**src/rtl/lld_pkg.sv**
```systemverilog
package lld_pkg;

    localparam int unsigned ADDR_W_DEF = 4;
    localparam int unsigned LINES_DEF  = 1 << ADDR_W_DEF;

    typedef enum logic {
        POL_HIGH = 1'b0,
        POL_LOW  = 1'b1
    } polarity_e;

    typedef struct packed {
        logic                  valid_sel;
        logic [ADDR_W_DEF-1:0] code;
    } held_addr_t;

    function automatic polarity_e polarity_of(input bit active_low);
        return active_low ? POL_LOW : POL_HIGH;
    endfunction

    function automatic logic [LINES_DEF-1:0] inactive_vector(input polarity_e pol);
        return (pol == POL_LOW) ? {LINES_DEF{1'b1}} : {LINES_DEF{1'b0}};
    endfunction

endpackage

```
**src/rtl/lld_addr_hold.sv**
```systemverilog
module lld_addr_hold #(
    parameter int unsigned ADDR_W = lld_pkg::ADDR_W_DEF
) (
    input  logic              clk,
    input  logic              rst,
    input  logic              strobe,
    input  logic [ADDR_W-1:0] addr_in,
    output logic [ADDR_W-1:0] code_q
);

    logic [ADDR_W-1:0] code_d;

    always_comb begin
        code_d = code_q;
        if (strobe) begin
            code_d = addr_in;
        end
    end

    always_ff @(posedge clk) begin
        if (rst) begin
            code_q <= '0;
        end else begin
            code_q <= code_d;
        end
    end


    load_follow_chk: assert property (@(posedge clk) disable iff (rst)
        strobe |=> (code_q == $past(addr_in)));


    hold_stable_chk: assert property (@(posedge clk) disable iff (rst)
        !strobe |=> $stable(code_q));


    reset_clear_chk: assert property (@(posedge clk)
        rst |=> (code_q == '0));

endmodule

```
**src/rtl/lld_onehot_dec.sv**
```systemverilog
module lld_onehot_dec #(
    parameter int unsigned ADDR_W = lld_pkg::ADDR_W_DEF,
    localparam int unsigned LINES = 1 << ADDR_W
) (
    input  logic              clk,
    input  logic              rst,
    input  logic [ADDR_W-1:0] code,
    output logic [LINES-1:0]  onehot
);

    for (genvar i = 0; i < LINES; i++) begin : g_line
        assign onehot[i] = (code == ADDR_W'(i));
    end


    single_line_chk: assert property (@(posedge clk) disable iff (rst)
        $countones(onehot) == 1);

endmodule

```
**src/rtl/lld_out_drive.sv**
```systemverilog
module lld_out_drive #(
    parameter int unsigned LINES      = lld_pkg::LINES_DEF,
    parameter bit          ACTIVE_LOW = 1'b0
) (
    input  logic             clk,
    input  logic             rst,
    input  logic             inhibit,
    input  logic [LINES-1:0] onehot,
    output logic [LINES-1:0] sel_out
);

    import lld_pkg::*;

    localparam polarity_e POL = polarity_of(ACTIVE_LOW);

    logic [LINES-1:0] gated;

    assign gated = inhibit ? '0 : onehot;

    if (POL == POL_LOW) begin : g_low
        assign sel_out = ~gated;


        inhibit_idle_chk: assert property (@(posedge clk) disable iff (rst)
            inhibit |-> (sel_out == {LINES{1'b1}}));


        one_cold_chk: assert property (@(posedge clk) disable iff (rst)
            !inhibit |-> ($countones(sel_out) == LINES - 1));
    end else begin : g_high
        assign sel_out = gated;


        inhibit_idle_chk: assert property (@(posedge clk) disable iff (rst)
            inhibit |-> (sel_out == '0));


        one_hot_chk: assert property (@(posedge clk) disable iff (rst)
            !inhibit |-> ($countones(sel_out) == 1));
    end

endmodule

```
**src/rtl/latched_line_decoder.sv**
```systemverilog
module latched_line_decoder #(
    parameter int unsigned ADDR_W     = lld_pkg::ADDR_W_DEF,
    parameter bit          ACTIVE_LOW = 1'b0,
    localparam int unsigned LINES     = 1 << ADDR_W
) (
    input  logic              clk,
    input  logic              rst,
    input  logic              strobe,
    input  logic [ADDR_W-1:0] addr_in,
    input  logic              inhibit,
    output logic [LINES-1:0]  sel_out
);

    logic [ADDR_W-1:0] code_q;
    logic [LINES-1:0]  onehot;

    lld_addr_hold #(.ADDR_W(ADDR_W)) u_hold (
        .clk     (clk),
        .rst     (rst),
        .strobe  (strobe),
        .addr_in (addr_in),
        .code_q  (code_q)
    );

    lld_onehot_dec #(.ADDR_W(ADDR_W)) u_dec (
        .clk    (clk),
        .rst    (rst),
        .code   (code_q),
        .onehot (onehot)
    );

    lld_out_drive #(.LINES(LINES), .ACTIVE_LOW(ACTIVE_LOW)) u_drive (
        .clk     (clk),
        .rst     (rst),
        .inhibit (inhibit),
        .onehot  (onehot),
        .sel_out (sel_out)
    );


    inhibit_keeps_code_chk: assert property (@(posedge clk) disable iff (rst)
        (inhibit && !strobe) |=> $stable(code_q));

endmodule

```
**config.mk**
```make
export PLATFORM = sky130hd
export DESIGN_NAME = latched_line_decoder
export DESIGN_NICKNAME = d
export VERILOG_FILES = /design/src/rtl/lld_pkg.sv /design/src/rtl/lld_addr_hold.sv /design/src/rtl/lld_onehot_dec.sv /design/src/rtl/lld_out_drive.sv /design/src/rtl/latched_line_decoder.sv
export SDC_FILE = /design/constraint.sdc
export NUM_CORES = 1
export LEC_CHECK = 0
export BUFFER_PORTS_ARGS = -buffer_cell sky130_fd_sc_hd__buf_4
export CORE_AREA = 2 2 39 41
export CTS_BUF_LIST = sky130_fd_sc_hd__clkbuf_4 sky130_fd_sc_hd__clkbuf_8
export DETAILED_ROUTE_END_ITERATION = 8
export DIE_AREA = 0 0 41 43
export PLACE_DENSITY = 0.45
export REMOVE_ABC_BUFFERS = 1
export SLEW_MARGIN = 20
export SYNTH_ARGS = -nofsm -noshare
export SYNTH_HDL_FRONTEND = slang
export SYNTH_SLANG_ARGS = --single-unit
```
**constraint.sdc**
```tcl
create_clock -name clk -period 1.65 [get_ports clk]
set_input_delay 0.495 -clock clk [delete_from_list [all_inputs] [get_ports clk]]
set_output_delay 0.495 -clock clk [all_outputs]
set_load 0.02 [all_outputs]
```
==> summary.md <==
| Metric | Value |
|---|---|
| HP Class | primary input to flop |
| FF+latch count, synth | 4 |
| Fin crit share | 1.07 |
| Cell count after synthesis | 36 |
| Clock-pin slew on the worst setup and hold paths | 0.04 ns |
| Vias post-DR | 346 |
| Area contributors post-synth | dfxtp_1, nor2_1, mux2i_1, nor3_1, or3b_1 |
| Setup violators final | 12 |
| Largest family of logic cells by synthesized area | simple AND/OR/NAND/NOR gates |
| Share of cells above drive strength 1 | 0.708 |
| Gpl congestion | 0.582 |
| Largest net degree at the start of global routing | 9 |
| Clock Sinks | 4 |
| Max-Slew Margin vs Limit | 0.861 |
| Post-synth top area share | 0.318 |
| Hold buffer count at CTS | 0 |
| Die X | 41 um |
| Post-synthesis compound-gate area fraction | 0 |
| Area after DPL | 448 um2 |
| Clk buf depth | 2 |
| TritonRoute pass-1 iters | 3 |
| Max reg flops | 4 |
| Vias in the first global route | 318 |
| Worst-Skew Late Latency | 0.23 ns |
| Vias per cell | 4.27 |
| Max-cap viol count | 0 |
| Post-synth top area cell | dfxtp_1 |
| Initial antenna violation count | 0 |
| Final hold slack | 0.448 ns |
| Pins over their slew limit | 0 |
| Biggest register | u_hold.code_q |
| Worst Tran Pin Value | 0.208 ns |
| Max Freq | 0.568 GHz |
| Residual DRC count | 0 |
| Net count, final | 75 |
| Critical path peak fanout | 4 |
| Iteration-0 DRC Markers | 3 |
| Die ar. | 1760 um2 |
| Num ports | 24 |
| Setup TNS | -1.01 ns |
| Cells after DPL | 75 |
| Worst IR Drop VDD | 0.000302 V |
| Initial Utilization | 0.182 |
| Clock buffer count from CTS | 3 |
| Critical hold path startpoint | rst |
| PD cells | 525 nW/um2 |
| Synth Area in XOR/XNOR | 0 |
| Top Registers | u_hold.code_q x4 |
| Hold Violations, Final | 0 |
| PortBufs | 23 |
| Synth Area in Adders | 0 |
| CTS tree | yes |
| Startpoint Class | primary input |
| Final WS setup | -0.112 ns |
| # H-tree levels | 1 |
| WP data required | 1.15 ns |
| Failing checks | negative setup slack |
| Rows | 14 |
| Core Box Area | 1380 um2 |
| Design area | 594 um2 |
| Mapped cell area | 251 um2 |
| Setup Skew | 0 ns |
| CP Class | primary input to output port |
| DRT Wirelength | 796 um |
| First-pass GRT wire length | 1320 um |
| RSZ-0062 raised after global routing | yes |
| Area Growth Syn to Fin | 136% |
| # fillers | 149 |
| Syn. warnings | 0 |
| Mux contribution to synthesized area | 0.159 |
| Seq/Total Area, Yosys | 0.318 |
| ANT nets after route | 0 |
| Syn_area_per_cell | 6.99 um2 |
| Root Driver | clkbuf_4 |
| HPWL after DPL | 621 um |
| Minimum clock period after layout | 1.76 ns |
| Crit path from | inhibit |
| Ant. Diodes | 0 |
| Unique masters post-synth | 10 |
| CP arrival | 1.27 ns |
| Grt ovf | 0 |
| Die Ht | 43 um |
| Reg2reg start | u_hold.code_q[0]$_SDFFE_PP0P_ |
| Crit end category | output port |
| Status | complete, but fails checks |
| Simple-Gate Fraction of Synth Area | 0.507 |
| GRT Total Usage | 0.112 |
| WL/cell | 9.83 um |
| Layout Cells excl Fill | 81 |
| P_leak | 0.267 nW |
## timing repair
| item | CTS | global route |
|---|---|---|
| setup endpoints to repair | 15 | 16 |
| gates cloned | 0 | 0 |
| pin swaps | 6 | 1 |
| resized for setup | 11 | 18 |
| buffers inserted | 3 | 0 |
## cell type report
cell class | instances | area [um2] | area share
clock buffer | 3 | 22.5 | 0.0379
multi-input combinational | 31 | 234 | 0.394
sequential | 4 | 85.1 | 0.143
tap | 16 | 20.0 | 0.0337
timing repair buffer | 27 | 233 | 0.392
## through the flow
stage | util | total power [mW] | setup WS (ns)
global route | 0.429 | 0.330 | -0.153
finish | 0.429 | 0.312 | -0.112
detailed placement | 0.324 | 0.174 | -0.233
global placement | 0.324 | 0.174 | -0.231
floorplan | - | 0.141 | -0.209
CTS | 0.381 | 0.311 | -0.124
## worst max-delay path, stage by stage
cell and delay, ns:
buf_6 0.10, or3b_4 0.40, nor3_4 0.13, buf_6 0.14
## worst paths after layout
| check | to | cells past startpoint | slack [ns] |
|---|---|---|---|
| min reg2reg | u_hold.code_q[3]$_SDFFE_PP0P_ | 2 | 0.59 |
| max reg2reg | u_hold.code_q[0]$_SDFFE_PP0P_ | 4 | 0.81 |
| max | sel_out[2] | 4 | -0.11 |
| min | u_hold.code_q[2]$_SDFFE_PP0P_ | 2 | 0.45 |
## logic make-up (layout without fill, tap and decap cells)
logic type,count (synthesis),count (layout)
simple gates,27,27
flops,4,4
mux,4,4
buf+inv,1,30
## per-layer routing
layer  track usage  share of wire  vias to the layer above
li1              -              -                      178
met2         0.153           0.49                       16
met4         0.100          0.010                        0
met3        0.0366           0.11                        2
met1         0.132           0.39                      150
met5             0              0                        -
## report_power, final
group | internal (mW) | switching [mW]
Sequential | 0.104 | 0.0106
Combinational | 0.0437 | 0.0370
Clock | 0.0810 | 0.0354
## synthesized netlist by cell type (all sizes together)
library cell / n
nor2: 16
dfxtp: 4
mux2i: 4
nor3: 4
nand2b: 2
or3b: 2
clkbuf: 1
nand2: 1
nand3b: 1
or3: 1
## placed cells by master (no fill, tap or decap), drive strengths merged
master	n
or3	1
clkbuf	3
nor3	4
mux2i	4
nand2	1
nand2b	2
or3b	2
nand3b	1
nor2	16
dfxtp	4
buf	27
Note: power is estimated with default switching activity, not from simulation.
